File: src/rtl/eagu_pkg.sv
package eagu_pkg;

    localparam int DW        = 32;   // offset / register width
    localparam int SW        = 16;   // segment register width
    localparam int LW        = 16;   // legacy offset width
    localparam int NREG      = 8;    // general registers
    localparam int NSEG      = 4;    // segment registers
    localparam int SEG_SHIFT = 4;    // segment paragraph shift
    localparam int RSW       = $clog2(NREG);
    localparam int PW        = DW + 1;

    typedef enum logic [1:0] {
        SEG_EXTRA = 2'd0,
        SEG_CODE  = 2'd1,
        SEG_STACK = 2'd2,
        SEG_DATA  = 2'd3
    } seg_e;

    typedef enum logic [1:0] {
        REF_DATA   = 2'd0,
        REF_STACK  = 2'd1,
        REF_STRDST = 2'd2,
        REF_FETCH  = 2'd3
    } ref_e;

    localparam logic [RSW-1:0] RG_SP = 3'd4;
    localparam logic [RSW-1:0] RG_BX = 3'd3;
    localparam logic [RSW-1:0] RG_BP = 3'd5;
    localparam logic [RSW-1:0] RG_SI = 3'd6;
    localparam logic [RSW-1:0] RG_DI = 3'd7;

    typedef struct packed {
        logic [DW-1:0] off;
        seg_e          seg;
        logic [PW-1:0] pa;
        logic          bad;
    } ea_res_t;

    function automatic logic [DW-1:0] scale_term(input logic [DW-1:0] v, input logic [1:0] code);
        return v << code;
    endfunction

endpackage

File: src/rtl/eagu_offset.sv
module eagu_offset
    import eagu_pkg::*;
#(
    parameter int W   = DW,
    parameter int NR  = NREG,
    parameter int LWD = LW
) (
    input  logic [NR*W-1:0]        gpr,
    input  logic                   base_en,
    input  logic [$clog2(NR)-1:0]  base_sel,
    input  logic                   idx_en,
    input  logic [$clog2(NR)-1:0]  idx_sel,
    input  logic [1:0]             scale,
    input  logic [W-1:0]           disp,
    input  logic                   legacy,
    output logic [W-1:0]           off
);
    logic [W-1:0] base_v, idx_v, sum;

    always_comb begin
        base_v = base_en ? gpr[base_sel*W +: W] : '0;
        idx_v  = idx_en  ? gpr[idx_sel*W  +: W] : '0;
        sum    = base_v + scale_term(idx_v, scale) + disp;
    end

    generate
        if (LWD < W) begin : g_wrap
            assign off = legacy ? {{(W-LWD){1'b0}}, sum[LWD-1:0]} : sum;
        end else begin : g_full
            assign off = sum;
        end
    endgenerate
endmodule

File: src/rtl/eagu_segsel.sv
module eagu_segsel
    import eagu_pkg::*;
(
    input  ref_e             kind,
    input  logic             base_en,
    input  logic [RSW-1:0]   base_sel,
    input  logic             ovr_en,
    input  seg_e             ovr_seg,
    output seg_e             seg
);
    seg_e dflt;

    always_comb begin
        dflt = (base_en && base_sel == RG_BP) ? SEG_STACK : SEG_DATA;
        unique case (kind)
            REF_FETCH:  seg = SEG_CODE;
            REF_STACK:  seg = SEG_STACK;
            REF_STRDST: seg = SEG_EXTRA;
            default:    seg = ovr_en ? ovr_seg : dflt;
        endcase
    end
endmodule

File: src/rtl/eagu_check.sv
module eagu_check
    import eagu_pkg::*;
(
    input  logic             legacy,
    input  logic             base_en,
    input  logic [RSW-1:0]   base_sel,
    input  logic             idx_en,
    input  logic [RSW-1:0]   idx_sel,
    input  logic [1:0]       scale,
    output logic             bad
);
    logic leg_base_bad, leg_idx_bad, wide_idx_bad;

    always_comb begin
        leg_base_bad = base_en && (base_sel != RG_BX) && (base_sel != RG_BP);
        leg_idx_bad  = idx_en  && (idx_sel  != RG_SI) && (idx_sel  != RG_DI);
        wide_idx_bad = idx_en  && (idx_sel == RG_SP);
        bad = legacy ? (leg_base_bad || leg_idx_bad || (scale != 2'd0)) : wide_idx_bad;
    end
endmodule

File: src/rtl/eagu_top.sv
module eagu_top
    import eagu_pkg::*;
(
    input  logic                 clk,
    input  logic                 rst,
    input  logic                 in_vld,
    input  logic [NREG*DW-1:0]   gpr_flat,
    input  logic [NSEG*SW-1:0]   seg_flat,
    input  logic                 base_en,
    input  logic [RSW-1:0]       base_sel,
    input  logic                 idx_en,
    input  logic [RSW-1:0]       idx_sel,
    input  logic [1:0]           scale_code,
    input  logic [DW-1:0]        disp,
    input  logic [1:0]           ref_kind,
    input  logic                 ovr_en,
    input  logic [1:0]           ovr_seg,
    input  logic                 legacy,
    output logic                 out_vld,
    output logic [DW-1:0]        offset,
    output logic [1:0]           seg_code,
    output logic [PW-1:0]        phys_addr,
    output logic                 illegal
);
    logic [DW-1:0] off_c;
    seg_e          seg_c;
    logic          bad_c;
    logic [SW-1:0] seg_val;
    ea_res_t       res_c, res_q;
    logic          vld_q;

    eagu_offset #(.W(DW), .NR(NREG), .LWD(LW)) u_off (
        .gpr(gpr_flat), .base_en(base_en), .base_sel(base_sel),
        .idx_en(idx_en), .idx_sel(idx_sel), .scale(scale_code),
        .disp(disp), .legacy(legacy), .off(off_c)
    );

    eagu_segsel u_seg (
        .kind(ref_e'(ref_kind)), .base_en(base_en), .base_sel(base_sel),
        .ovr_en(ovr_en), .ovr_seg(seg_e'(ovr_seg)), .seg(seg_c)
    );

    eagu_check u_chk (
        .legacy(legacy), .base_en(base_en), .base_sel(base_sel),
        .idx_en(idx_en), .idx_sel(idx_sel), .scale(scale_code), .bad(bad_c)
    );

    always_comb begin
        seg_val   = seg_flat[seg_c*SW +: SW];
        res_c.off = off_c;
        res_c.seg = seg_c;
        res_c.pa  = (PW'(seg_val) << SEG_SHIFT) + PW'(off_c);
        res_c.bad = bad_c;
    end

    always_ff @(posedge clk) begin
        if (rst) begin
            vld_q <= 1'b0;
            res_q <= '0;
        end else begin
            vld_q <= in_vld;
            if (in_vld) res_q <= res_c;
        end
    end

    assign out_vld   = vld_q;
    assign offset    = res_q.off;
    assign seg_code  = res_q.seg;
    assign phys_addr = res_q.pa;
    assign illegal   = res_q.bad;


    vld_follow_chk: assert property (@(posedge clk) disable iff (rst)
        !$past(rst) |-> (out_vld == $past(in_vld)));


    legacy_wrap_chk: assert property (@(posedge clk) disable iff (rst)
        (out_vld && $past(legacy)) |-> (offset[DW-1:LW] == '0));


    fetch_code_chk: assert property (@(posedge clk) disable iff (rst)
        (out_vld && $past(ref_kind) == 2'd3) |-> (seg_code == 2'd1));


    strdst_extra_chk: assert property (@(posedge clk) disable iff (rst)
        (out_vld && $past(ref_kind) == 2'd2) |-> (seg_code == 2'd0));


    legacy_scale_chk: assert property (@(posedge clk) disable iff (rst)
        (out_vld && $past(legacy && scale_code != 2'd0)) |-> illegal);


    sp_index_chk: assert property (@(posedge clk) disable iff (rst)
        (out_vld && $past(!legacy && idx_en && idx_sel == 3'd4)) |-> illegal);
endmodule

File: config.mk
export PLATFORM = sky130hd
export DESIGN_NAME = eagu_top
export DESIGN_NICKNAME = d
export VERILOG_FILES = /design/src/rtl/eagu_pkg.sv /design/src/rtl/eagu_offset.sv /design/src/rtl/eagu_segsel.sv /design/src/rtl/eagu_check.sv /design/src/rtl/eagu_top.sv
export SDC_FILE = /design/constraint.sdc
export NUM_CORES = 1
export LEC_CHECK = 0
export BUFFER_PORTS_ARGS = -buffer_cell sky130_fd_sc_hd__buf_2
export CAP_MARGIN = 30
export CORE_AREA = 2 2 190 174
export CTS_CLUSTER_SIZE = 14
export DETAILED_ROUTE_END_ITERATION = 10
export DIE_AREA = 0 0 192 176
export GPL_ROUTABILITY_DRIVEN = 0
export PLACE_DENSITY = 0.63
export SETUP_SLACK_MARGIN = 0.1
export SYNTH_ARGS = -nofsm -noshare
export SYNTH_HDL_FRONTEND = slang
export SYNTH_SLANG_ARGS = --single-unit
export TNS_END_PERCENT = 100
File: constraint.sdc
create_clock -name clk -period 11.51 [get_ports clk]
set_input_delay 0.5755 -clock clk [delete_from_list [all_inputs] [get_ports clk]]
set_output_delay 0.5755 -clock clk [all_outputs]
set_load 0.05 [all_outputs]
==> flow_summary_export.csv <==
group,metric,value,unit
status,status,"completed",
synth,synth_cell_types,73,
die,rows,62,
synth,yosysTopAreaCell,"mux4_2",
synth,syn_avg_cell_area,9.36,µm²
pwr,irDropWorstVdd,0.116,mV
die,die_area,33800,µm²
setup_path,r2r_end,"offset[3]",
placement,io_buffers,439,
final_layout,nFillCells,3148,
timing,clock_skew,0,ns
detailed_routing,wire_per_inst,20.9,µm
global_routing,gr-total-overflow,0,
clocking,post_cts_resized,0,
timing,fmaxAchievable,145,MHz
synth,ys_warn_count,0,
synth,synth_cells,1176,
global_routing,grt_pass1_vias,10807,
setup_path,cp.depth,27,
setup_path,cp-end-kind,"flip-flop",
timing,worst_pin_slew,0.911,ns
setup_path,cp-start-kind,"primary input",
timing,fin_setup_tns,0,ns
final_layout,area_delta_synth_final,25.4,%
setup_path,slowest_delay,0.57,ns
clocking,ctsRootBufferMaster,"clkbuf_16",
global_routing,grt_max_degree,73,
clocking,cts_setup_buffers,0,
setup_path,startpoint,"idx_sel[0]",
final_layout,fin_nets,1999,
synth,ys_seq_area_share,11.8,%
placement,dpl.cell_count,1953,
synth,yosys_register_bits,65,
timing,rsz0062_at_grt,"false",
hold_path,hold_end,"phys_addr[32]",
setup_path,arrival,7.14,ns
detailed_routing,drc_errors,0,
clocking,worstSkewPairLatency,0.33,ns
setup_path,worstPathRequired,11.75,ns
synth,ys_dominant_reg_cell,"dfxtp_1",
timing,drv_slew,0,
detailed_routing,routed_wl,41.6,mm
detailed_routing,drtIter0Drc,751,
setup_path,r2r_setup_slack,10.74,ns
global_routing,antenna_found_initial,30,
clocking,cts_tree,"done",
flow_run,cap_viol_max_count,0,
die,die_h,176,µm
timing,setup_viol,0,
synth,synth_area_leaders,"mux4_2 (26%), dfxtp_1 (12%), mux2i_1 (6.4%)",
die,io_pins,440,
global_routing,grt_pass1_wl,61.4,mm
timing,period_share,59.9,%
synth,async_flop_share,0,%
clocking,cts_hold_buf,0,
final_layout,layout-drive-gt1-share,44.7,%
global_routing,grt.total_usage,23.9,%
detailed_routing,antenna_left,0,
clocking,cts.clk_slew.worst_paths,0.06,ns
pwr,powerDensity,144,nW/µm²
setup_path,timing.rr.start,"offset[3]",
detailed_routing,via_per_inst,5.45,
hold_path,hold_start,"phys_addr[32]",
synth,synth_top_area_share,26.2,%
hold_path,min_path_type,"reg -> reg",
hold_path,hold_depth,2,
setup_path,reg2regPathDepth,2,
die,core_area,31700,µm²
synth,synth_edf_count,0,
clocking,cts_buffers,9,
timing,max_slew_margin,37.7,%
synth,syn_nets,1626,
die,initial_core_util,34.8,%
setup_path,cp_slowest_cell,"mux4_2",
timing,period_minus_slack,6.89,ns
synth,synth_area,11000,µm²
clocking,cts_buffer_depth,2,
setup_path,cp_max_fo,30,
timing,hold_viol,0,
placement,dpl.hpwl,34.8,mm
final_layout,stdcell_count,1994,
setup_path,cp_num_buf_inv,1,
clocking,clock-sinks,65,
pwr,leakage,6.38,nW
clocking,htree_levels,3,
setup_path,path_class,"in -> reg",
die,die_w,192,µm
detailed_routing,firstDrtPassIters,5,
setup_path,crit_family,"compound AO/OA/AOI/OAI gates",
detailed_routing,vias,10868,
-- layout make-up --
| type | count | area, µm² | share of cell area, % |
|---|---|---|---|
| well taps | 416 | 520 | 3.77 |
| diodes | 24 | 60.1 | 0.435 |
| clock inverters | 7 | 77.6 | 0.562 |
| multi-input cells | 938 | 8990 | 65.1 |
| repair buffers | 452 | 2320 | 16.8 |
| clock buffers | 9 | 225 | 1.63 |
| inverters | 83 | 312 | 2.26 |
| flip-flops and latches | 65 | 1300 | 9.42 |
-- synthesized netlist by cell type, types with 6 or more instances --
cell,n
mux4_2,128
nor2_1,117
nand2_1,107
inv_1,83
mux2i_1,70
dfxtp_1,65
mux2_2,59
clkbuf_1,58
a21oi_1,51
ha_1,46
o21ai_0,42
a211oi_1,34
fa_1,33
xnor2_1,31
nand3_1,28
a31oi_1,24
xor2_1,22
and2_1,21
buf_1,17
a21o_1,12
nor2b_1,9
a31o_2,6
buf_4,6
nand2b_1,6
nand4_1,6
nor3_1,6
o21ai_1,6
o21bai_1,6
or3_1,6
-- flip-flops by register name (all words and copies together), names as in the netlist --
register and flops:
offset 32, phys_addr 29, seg_code 2, illegal 1, out_vld 1
-- placed cells by master (no fill, tap or decap), types with 6 or more instances in the layout --
cell	netlist	routed
xnor2_1	31	31
nand4_1	6	6
buf_2	4	436
diode_2	0	24
xor2_1	22	22
mux4_2	128	128
inv_1	83	83
a21oi_1	51	49
nand2b_1	6	6
a31o_2	6	6
clkbuf_16	0	9
o21ai_1	6	6
nand3_1	28	28
ha_1	46	46
or3_1	6	6
dfxtp_1	65	65
nor3_1	6	6
fa_1	33	33
a21o_1	12	12
mux2_2	59	59
a31oi_1	24	24
buf_4	6	15
nor2_1	117	117
and2_1	21	21
a211oi_1	34	34
nor2b_1	9	9
mux2i_1	70	70
a21oi_2	4	6
o21bai_1	6	6
nand2_1	107	107
o21ai_0	42	42
-- power by group --
group	internal, mW	switching [mW]
Clock	0.169	0.106
Combinational	0.545	0.863
Sequential	0.277	0.0272
-- worst register-to-register path, cell delays in order (launching register included) --
cell and delay [ns]:
dfxtp_1 0.42, nor2_1 0.07, a211oi_1 0.20
-- routing by layer --
metal,track usage [%],wire [µm]
met1,30.3,17200
met2,40.6,19800
met3,5.25,3320
met4,7.76,1130
met5,0,75
-- through the flow --
step	util (%)	hold slack, ns	cell area (µm²)	setup WS [ns]	power, mW
2_1_floorplan	-	0.686	11000	4.62	1.35
3_3_place_gp	42.4	0.454	13400	4.46	1.69
3_5_place_dp	42.4	0.464	13400	4.27	1.72
4_1_cts	43.4	0.473	13700	4.61	2.00
5_1_grt	43.6	0.505	13800	3.88	2.15
6_report	43.6	0.472	13800	4.62	1.99
-- kinds of logic after synthesis --
family | Yosys count | share of synthesized area, %
flops | 65 | 11.8
simple gates | 322 | 13.5
fa+ha+maj | 79 | 11.2
buf+inv | 173 | 6.59
xor+xnor | 54 | 4.36
mux | 258 | 38.7
compound gates | 225 | 13.8
-- worst max-delay path by stage --
stage | end | slack, ns
final | phys_addr[31] | 4.62
after CTS | phys_addr[31] | 4.61
after floorplan | phys_addr[29] | 4.62
after detailed placement | phys_addr[31] | 4.27
after global routing | phys_addr[27] | 3.88
after global placement | phys_addr[29] | 4.46
(Power assumes the default switching activity.)
